File: src/rtl/clkfan_pkg.sv
// Shared types and constants for the clock fanout controller.
// Assumes a single system clock domain; all bus lines are synchronised first.
package clkfan_pkg;
    localparam int NUM_PAIRS = 12;
    localparam int BYTE_W    = 8;

    typedef enum logic [1:0] {
        SL_IDLE,
        SL_ADDR,
        SL_WR,
        SL_RD
    } slave_st_e;
endpackage

File: src/rtl/clkfan_sync.sv
// Multi-bit level synchroniser for slow asynchronous inputs.
// Assumes each bit is independent and held far longer than STAGES clocks.
module clkfan_sync #(
    parameter int WIDTH  = 2,
    parameter int STAGES = 2
) (
    input  logic             clk,
    input  logic             rst_n,
    input  logic [WIDTH-1:0] d,
    output logic [WIDTH-1:0] q
);
    logic [WIDTH-1:0] stg [STAGES];

    generate
        for (genvar s = 0; s < STAGES; s++) begin : g_stage
            if (s == 0) begin : g_first
                // purpose: capture the raw pins, idle-high on reset
                always_ff @(posedge clk) begin
                    if (!rst_n) stg[0] <= '1;
                    else        stg[0] <= d;
                end
            end else begin : g_rest
                // purpose: further metastability settling stage
                always_ff @(posedge clk) begin
                    if (!rst_n) stg[s] <= '1;
                    else        stg[s] <= stg[s-1];
                end
            end
        end
    endgenerate

    assign q = stg[STAGES-1];
endmodule

File: src/rtl/clkfan_smb_slave.sv
// Block-transfer serial bus slave working on synchronised SCL/SDA.
// Write: command and count bytes are dropped, then data fills bytes 0,1,..
// Read: a fixed count byte leads, then bytes 0,1,.. follow.
// Assumes SCL/SDA are held several system clocks per level.
module clkfan_smb_slave
    import clkfan_pkg::*;
#(
    parameter logic [6:0]        SLAVE_ADDR = 7'h69,
    parameter logic [BYTE_W-1:0] COUNT_BYTE = 8'h09,
    parameter int                PTR_W      = 4
) (
    input  logic              clk,
    input  logic              rst_n,
    input  logic              scl_q,
    input  logic              sda_q,
    output logic              sda_oe,
    output logic              wr_en,
    output logic [PTR_W-1:0]  wr_idx,
    output logic [BYTE_W-1:0] wr_data,
    output logic [PTR_W-1:0]  rd_idx,
    input  logic [BYTE_W-1:0] rd_data
);
    localparam logic [PTR_W-1:0] PTR_MAX  = '1;
    localparam logic [PTR_W-1:0] HDR_LEN  = PTR_W'(2);
    localparam logic [3:0]       CNT_FULL = 4'd8;
    localparam logic [3:0]       CNT_ACK  = 4'd9;
    localparam logic [3:0]       CNT_NEXT = 4'd10;

    slave_st_e          state;
    logic [3:0]         cnt;
    logic [BYTE_W-1:0]  shreg;
    logic [BYTE_W-1:0]  tx;
    logic [PTR_W-1:0]   ptr;
    logic               rw;
    logic               scl_p, sda_p;
    logic               rise, fall, start, stop;
    logic [BYTE_W-1:0]  next_byte;

    // purpose: remember previous bus levels for edge detection
    always_ff @(posedge clk) begin
        if (!rst_n) begin
            scl_p <= 1'b1;
            sda_p <= 1'b1;
        end else begin
            scl_p <= scl_q;
            sda_p <= sda_q;
        end
    end

    // purpose: decode bus events from level history
    always_comb begin
        rise  = scl_q && !scl_p;
        fall  = !scl_q && scl_p;
        start = scl_q && scl_p && sda_p && !sda_q;
        stop  = scl_q && scl_p && !sda_p && sda_q;
    end

    // purpose: select the byte to transmit at the current read pointer
    always_comb begin
        rd_idx    = ptr - PTR_W'(1);
        next_byte = (ptr == '0) ? COUNT_BYTE : rd_data;
    end

    // purpose: bit/byte sequencing of the slave protocol
    always_ff @(posedge clk) begin
        if (!rst_n) begin
            state   <= SL_IDLE;
            cnt     <= '0;
            shreg   <= '0;
            tx      <= '0;
            ptr     <= '0;
            rw      <= 1'b0;
            sda_oe  <= 1'b0;
            wr_en   <= 1'b0;
            wr_idx  <= '0;
            wr_data <= '0;
        end else begin
            wr_en <= 1'b0;
            if (start) begin
                state  <= SL_ADDR;
                cnt    <= '0;
                ptr    <= '0;
                sda_oe <= 1'b0;
            end else if (stop) begin
                state  <= SL_IDLE;
                cnt    <= '0;
                ptr    <= '0;
                sda_oe <= 1'b0;
            end else begin
                unique case (state)
                    SL_ADDR, SL_WR: begin
                        if (rise && cnt < CNT_FULL) begin
                            shreg <= {shreg[BYTE_W-2:0], sda_q};
                            cnt   <= cnt + 4'd1;
                        end else if (fall && cnt == CNT_FULL) begin
                            if (state == SL_ADDR) begin
                                if (shreg[BYTE_W-1:1] == SLAVE_ADDR) begin
                                    sda_oe <= 1'b1;
                                    rw     <= shreg[0];
                                    cnt    <= CNT_ACK;
                                end else begin
                                    state <= SL_IDLE;
                                    cnt   <= '0;
                                end
                            end else begin
                                sda_oe <= 1'b1;
                                cnt    <= CNT_ACK;
                                if (ptr >= HDR_LEN) begin
                                    wr_en   <= 1'b1;
                                    wr_idx  <= ptr - HDR_LEN;
                                    wr_data <= shreg;
                                end
                                if (ptr != PTR_MAX) ptr <= ptr + PTR_W'(1);
                            end
                        end else if (fall && cnt == CNT_ACK) begin
                            if (state == SL_ADDR && rw) begin
                                state  <= SL_RD;
                                tx     <= {next_byte[BYTE_W-2:0], 1'b0};
                                sda_oe <= !next_byte[BYTE_W-1];
                                cnt    <= 4'd1;
                            end else begin
                                sda_oe <= 1'b0;
                                cnt    <= '0;
                                state  <= SL_WR;
                            end
                        end
                    end
                    SL_RD: begin
                        if (fall && cnt < CNT_FULL) begin
                            sda_oe <= !tx[BYTE_W-1];
                            tx     <= {tx[BYTE_W-2:0], 1'b0};
                            cnt    <= cnt + 4'd1;
                        end else if (fall && cnt == CNT_FULL) begin
                            sda_oe <= 1'b0;
                            cnt    <= CNT_ACK;
                        end else if (rise && cnt == CNT_ACK) begin
                            if (sda_q) begin
                                state <= SL_IDLE;
                                cnt   <= '0;
                            end else begin
                                if (ptr != PTR_MAX) ptr <= ptr + PTR_W'(1);
                                cnt <= CNT_NEXT;
                            end
                        end else if (fall && cnt == CNT_NEXT) begin
                            tx     <= {next_byte[BYTE_W-2:0], 1'b0};
                            sda_oe <= !next_byte[BYTE_W-1];
                            cnt    <= 4'd1;
                        end
                    end
                    default: begin
                        sda_oe <= 1'b0;
                    end
                endcase
            end
        end
    end
endmodule

File: src/rtl/clkfan_regs.sv
// Two control bytes: drive boosts plus upper enables, and lower enables.
// Other byte indices read zero and drop writes. Assumes one write per strobe.
module clkfan_regs
    import clkfan_pkg::*;
#(
    parameter int PTR_W = 4
) (
    input  logic                 clk,
    input  logic                 rst_n,
    input  logic                 wr_en,
    input  logic [PTR_W-1:0]     wr_idx,
    input  logic [BYTE_W-1:0]    wr_data,
    input  logic [PTR_W-1:0]     rd_idx,
    input  logic                 mode_ddr,
    output logic [BYTE_W-1:0]    rd_data,
    output logic [NUM_PAIRS-1:0] pair_en,
    output logic                 boost_sdram,
    output logic                 boost_ddr
);
    localparam logic [PTR_W-1:0]  IDX_CTRL  = PTR_W'(6);
    localparam logic [PTR_W-1:0]  IDX_LOW   = PTR_W'(7);
    localparam logic [BYTE_W-1:0] CTRL_MASK = 8'h6F;
    localparam logic [BYTE_W-1:0] CTRL_RST  = 8'h0F;

    logic [BYTE_W-1:0] ctrl_q;
    logic [BYTE_W-1:0] low_q;

    // purpose: store written control bytes, keeping only writable bits
    always_ff @(posedge clk) begin
        if (!rst_n) begin
            ctrl_q <= CTRL_RST;
            low_q  <= '1;
        end else if (wr_en) begin
            if (wr_idx == IDX_CTRL) ctrl_q <= wr_data & CTRL_MASK;
            if (wr_idx == IDX_LOW)  low_q  <= wr_data;
        end
    end

    // purpose: readback mux with the mode pin mirrored into bit 7
    always_comb begin
        if (rd_idx == IDX_CTRL)     rd_data = ctrl_q | {mode_ddr, 7'd0};
        else if (rd_idx == IDX_LOW) rd_data = low_q;
        else                        rd_data = '0;
    end

    assign pair_en     = {ctrl_q[3:0], low_q};
    assign boost_sdram = ctrl_q[6];
    assign boost_ddr   = ctrl_q[5];
endmodule

File: src/rtl/clkfan_outmap.sv
// Gates the reference clock onto each pair according to enables and mode.
// Enables are re-timed only when ref_clk is sampled low, so no runt pulse.
// Assumes ref_clk is much slower than clk and stable at each clk edge.
module clkfan_outmap
    import clkfan_pkg::*;
#(
    parameter int SDR_FIRST = 1,
    parameter int SDR_LAST  = 4,
    parameter int OFF_A     = 0,
    parameter int OFF_B     = 5
) (
    input  logic                 clk,
    input  logic                 rst_n,
    input  logic                 ref_clk,
    input  logic                 mode_ddr,
    input  logic                 pwr_n,
    input  logic [NUM_PAIRS-1:0] pair_en,
    output logic [NUM_PAIRS-1:0] en_eff,
    output logic [NUM_PAIRS-1:0] pair_t,
    output logic [NUM_PAIRS-1:0] pair_c,
    output logic [NUM_PAIRS-1:0] pair_oe,
    output logic                 fb_out,
    output logic                 fb_oe
);
    // purpose: accept new enables only while the reference clock is low
    always_ff @(posedge clk) begin
        if (!rst_n)        en_eff <= '1;
        else if (!ref_clk) en_eff <= pair_en;
    end

    generate
        for (genvar p = 0; p < NUM_PAIRS; p++) begin : g_pair
            localparam bit IS_SDR = (p >= SDR_FIRST) && (p <= SDR_LAST);
            localparam bit IS_OFF = (p == OFF_A) || (p == OFF_B);
            logic drive, live;
            // purpose: per-pair drive decision and pin values
            always_comb begin
                drive      = pwr_n && !(IS_OFF && !mode_ddr);
                live       = drive && en_eff[p];
                pair_oe[p] = drive;
                pair_t[p]  = live && ref_clk;
                pair_c[p]  = live && ((IS_SDR && !mode_ddr) ? ref_clk : !ref_clk);
            end
        end
    endgenerate

    assign fb_oe  = pwr_n;
    assign fb_out = pwr_n && ref_clk;
endmodule

File: src/rtl/clkfan_ctrl.sv
// Top level: bus synchroniser, block-transfer slave, control bytes and
// the output gating map. Assumes clk is far faster than SCL and ref_clk.
module clkfan_ctrl
    import clkfan_pkg::*;
#(
    parameter logic [6:0] SLAVE_ADDR  = 7'h69,
    parameter logic [7:0] COUNT_BYTE  = 8'h09,
    parameter int         PTR_W       = 4,
    parameter int         SYNC_STAGES = 2
) (
    input  logic        clk,
    input  logic        rst_n,
    input  logic        scl_in,
    input  logic        sda_in,
    output logic        sda_oe,
    input  logic        ref_clk,
    input  logic        mode_ddr,
    input  logic        pwr_n,
    output logic [11:0] pair_t,
    output logic [11:0] pair_c,
    output logic [11:0] pair_oe,
    output logic        fb_out,
    output logic        fb_oe,
    output logic        boost_sdram,
    output logic        boost_ddr
);
    logic [1:0]           bus_q;
    logic                 scl_q, sda_q;
    logic                 wr_en;
    logic [PTR_W-1:0]     wr_idx, rd_idx;
    logic [BYTE_W-1:0]    wr_data, rd_data;
    logic [NUM_PAIRS-1:0] pair_en, en_eff;

    clkfan_sync #(.WIDTH(2), .STAGES(SYNC_STAGES)) u_sync (
        .clk(clk), .rst_n(rst_n), .d({scl_in, sda_in}), .q(bus_q)
    );
    assign scl_q = bus_q[1];
    assign sda_q = bus_q[0];

    clkfan_smb_slave #(
        .SLAVE_ADDR(SLAVE_ADDR), .COUNT_BYTE(COUNT_BYTE), .PTR_W(PTR_W)
    ) u_slave (
        .clk(clk), .rst_n(rst_n), .scl_q(scl_q), .sda_q(sda_q),
        .sda_oe(sda_oe), .wr_en(wr_en), .wr_idx(wr_idx), .wr_data(wr_data),
        .rd_idx(rd_idx), .rd_data(rd_data)
    );

    clkfan_regs #(.PTR_W(PTR_W)) u_regs (
        .clk(clk), .rst_n(rst_n), .wr_en(wr_en), .wr_idx(wr_idx),
        .wr_data(wr_data), .rd_idx(rd_idx), .mode_ddr(mode_ddr),
        .rd_data(rd_data), .pair_en(pair_en),
        .boost_sdram(boost_sdram), .boost_ddr(boost_ddr)
    );

    clkfan_outmap u_outmap (
        .clk(clk), .rst_n(rst_n), .ref_clk(ref_clk), .mode_ddr(mode_ddr),
        .pwr_n(pwr_n), .pair_en(pair_en), .en_eff(en_eff),
        .pair_t(pair_t), .pair_c(pair_c), .pair_oe(pair_oe),
        .fb_out(fb_out), .fb_oe(fb_oe)
    );
endmodule

File: config.mk
export PLATFORM = sky130hd
export DESIGN_NAME = clkfan_ctrl
export DESIGN_NICKNAME = d
export VERILOG_FILES = /design/src/rtl/clkfan_pkg.sv /design/src/rtl/clkfan_sync.sv /design/src/rtl/clkfan_smb_slave.sv /design/src/rtl/clkfan_regs.sv /design/src/rtl/clkfan_outmap.sv /design/src/rtl/clkfan_ctrl.sv
export SDC_FILE = /design/constraint.sdc
export NUM_CORES = 1
export LEC_CHECK = 0
export BUFFER_PORTS_ARGS = -buffer_cell sky130_fd_sc_hd__buf_2
export CORE_MARGIN = 2
export CORE_UTILIZATION = 54
export CTS_BUF_LIST = sky130_fd_sc_hd__clkbuf_8
export CTS_CLUSTER_DIAMETER = 100
export DETAILED_ROUTE_END_ITERATION = 8
export PLACE_DENSITY = 0.74
export SYNTH_ARGS = -nofsm -noshare
export SYNTH_HDL_FRONTEND = slang
export SYNTH_SLANG_ARGS = --single-unit
File: constraint.sdc
create_clock -name clk -period 2.05 [get_ports clk]
set_input_delay 0.205 -clock clk [delete_from_list [all_inputs] [get_ports clk]]
set_output_delay 0.205 -clock clk [all_outputs]
set_load 0.02 [all_outputs]
==> flow_metrics.py <==
metrics = {
    "setup_path": {
        "required_ns": 2.27,
        "setup.worst_path.end_class": "register",
        "crit_type": "reg -> reg",
        "cp_data_arrival_time_ns": 2.26,
        "slowest_stage": "or4b_4",
        "reg2reg_depth": 8,
        "cp.depth": 8,
        "critical_path.max_fanout": 7,
        "critical-path-top-delay-family": "simple AND/OR/NAND/NOR gates",
        "critPathLaunchType": "register",
        "crit_buf_inv": 4,
        "cp_slowest_stage_delay_ns": 0.55,
        "cp_cell_sequence": "inv_4 -> ha_4 -> or4b_4 -> a221oi_4 -> buf_6 -> buf_12 -> buf_6 -> a41oi_2",
        "worst_path_most_repeated_cell": "buf_6",
    },
    "drt": {
        "drt_iter0_markers": 144,
        "wl_per_cell_um": 15.7,
        "drcViolationCount": 0,
        "vias": 3379,
        "dr_wl_met2_um": 4660,
        "first_pass_iters": 4,
        "top_layer": "met4",
        "viasPerCell": 5.62,
        "wl_um": 9440,
        "routedLengthMet1_um": 3970,
        "ant_nets": 0,
        "met3_length_um": 519,
    },
    "pwr": {
        "ir_drop_mv": 0.300,
        "p_leak_nw": 1.97,
        "p_total_mw": 3.00,
        "p_per_area_nw_per_um2": 639,
    },
    "synth": {
        "ys_warn_count": 0,
        "synth_top_cell_area_share_pct": 37.5,
        "yosysTopAreaCell": "dfxtp_1",
        "synthTopCellsByCount": "72 x dfxtp_1, 70 x nand2_1, 39 x mux2i_1",
        "synthArstFlopShare_pct": 0,
        "synth_area_per_cell_um2": 8.78,
        "yosysSeqAreaShare_pct": 37.5,
        "synth_top_cells_by_area": "dfxtp_1 38%, mux2i_1 10%, nand2_1 6.8%",
        "synth_area_um2": 3840,
        "synthCells": 437,
        "synth_seq_cells": 72,
        "ys_types": 64,
        "synth.most_common_cell": "dfxtp_1",
        "synth_edf_count": 0,
        "synth_fp_nets": 459,
        "synth_top_flop_cell": "dfxtp_1",
    },
    "floorplanning": {
        "rows": 30,
        "start_util_pct": 56.2,
        "core_area_um2": 6830,
        "io_pins": 48,
        "die_area_um2": 7800,
        "dieWidth_um": 88.3,
        "die_y_um": 88.3,
    },
    "placement": {
        "dp_hpwl_um": 6850,
        "place_congestion": 0.972,
        "dpl_cell_area_um2": 4270,
        "io_buffer_count": 47,
    },
    "cells_and_area": {
        "fin_util_pct": 68.8,
        "drive_gt1_share_pct": 28.9,
        "syn_to_final_growth_pct": 22.4,
        "fillers": 547,
        "stdcell_area_um2": 4700,
        "multi_input_area_um2": 2270,
        "layout.nets": 522,
        "seq_area_um2": 1450,
        "antenna_cells": 0,
    },
    "timing": {
        "slew_headroom_pct": 64.6,
        "finClkSkew_ns": 0.0163,
        "holdWs_ns": 0.0264,
        "rsz0062_at_grt": "true",
        "fmax_mhz": 490,
        "fin_crit_ns": 2.04,
        "setup_viol_count_final": 0,
        "slew_violations": 0,
        "finalCritPeriodShare_pct": 99.5,
        "hold_viol_final": 0,
        "worstMarginPinSlew_ns": 0.528,
        "fin_tns_setup_ns": 0,
    },
    "clock_tree": {
        "insertion_delay_ns": 0.35,
        "cts_root_buffer": "clkbuf_8",
        "clockBufferDepth": 2,
        "numCtsBuffers": 9,
        "cts_tree": "built",
        "htree_levels": 3,
        "cts_sinks": 72,
        "clk_pin_slew_ns": 0.09,
    },
    "global_routing": {
        "grt.overflow.total": 0,
        "track_usage_pct": 24.8,
        "grt_start_max_net_pins": 41,
        "antenna_found_initial": 0,
        "grt_first_pass_wirelength_um": 14800,
        "grt_pass1_vias": 3078,
    },
    "status": {
        "status": "finished clean",
    },
    "worst_hold_path": {
        "hold_depth": 2,
        "hold_path_class": "in -> reg",
    },
    "flow_run": {
        "maxCapViolCount": 0,
    },
}
## cells by family after synthesis
kind of cell               share of synthesized area, %
and+or+nand+nor                                    24.2
DFF                                                37.5
AOI/OAI and AO/OA                                  14.4
buffers and inverters                              6.84
muxes                                              10.5
adders and majority gates                          4.89
xor gates and xnor gates                           1.60
## metal layers
| layer | vias up | global-route usage, % |
|---|---|---|
| met1 | 1561 | 29.8 |
| met5 | - | 0 |
| met4 | 0 | 9.37 |
| met2 | 123 | 44.0 |
| met3 | 31 | 4.66 |
| li1 | 1664 | - |
## metrics by stage
stage	setup slack, ns	std cells
2_1_floorplan	-0.00493	437
3_3_place_gp	0.0514	576
3_5_place_dp	-0.0503	576
4_1_cts	0.00975	598
5_1_grt	-0.0657	601
6_report	0.00941	601
## power by group
group / switching, mW / internal, mW
Sequential: 0.0301 / 1.43
Clock: 0.578 / 0.459
Combinational: 0.285 / 0.223
## path summary, 6_finish.rpt
kind	slack [ns]	to	startpoint
worst max-delay path	0.009	u_slave.tx[6]	u_slave.cnt[0]
worst min-delay path	0.03	u_sync.stg[0][1]	scl_in
worst max register to register	0.009	u_slave.tx[6]	u_slave.cnt[0]
worst min register to register	0.42	u_sync.stg[1][0]	u_sync.stg[0][0]
## worst reg2reg max path, cell delays in order, from the launching register on
cell	delay, ns
dfxtp_4	0.38
inv_4	0.05
ha_4	0.16
or4b_4	0.55
a221oi_4	0.30
buf_6	0.16
buf_12	0.13
buf_6	0.10
a41oi_2	0.09
## cell type report
type / instances / share of cell area (%)
well taps: 96 / 2.56
multi-input cells: 315 / 48.3
flip-flops and latches: 72 / 30.9
inverters: 13 / 1.20
clock buffers: 9 / 2.64
repair buffers: 89 / 13.1
clock inverters: 7 / 1.28
## cells in the final DEF (no fill, tap or decap), types with 9 or more instances in the layout
cell / n
clkbuf_8: 9
buf_4: 36
nand2b_1: 9
mux2i_1: 39
a21oi_1: 12
buf_2: 47
nand4_1: 12
dfxtp_1: 66
and3_1: 21
nand2_1: 69
nor2_1: 32
ha_1: 11
## repair_timing
action,CTS,global route
setup endpoints to repair,6,29
gates cloned,1,0
hold buffers,0,0
setup buffers,5,3
pin swaps,1,8
resized for setup,13,31
## state kept, by name (all words and copies together) (netlist names), 4 cells and up
name / cells
u_slave.ptr: 4
u_regs.ctrl_q: 6
u_slave.wr_data: 8
u_slave.tx: 7
u_slave.shreg: 8
u_sync.stg: 4
u_slave.cnt: 4
u_regs.low_q: 8
u_outmap.en_eff: 12
u_slave.wr_idx: 4
Power figures use the tool's default switching activity.
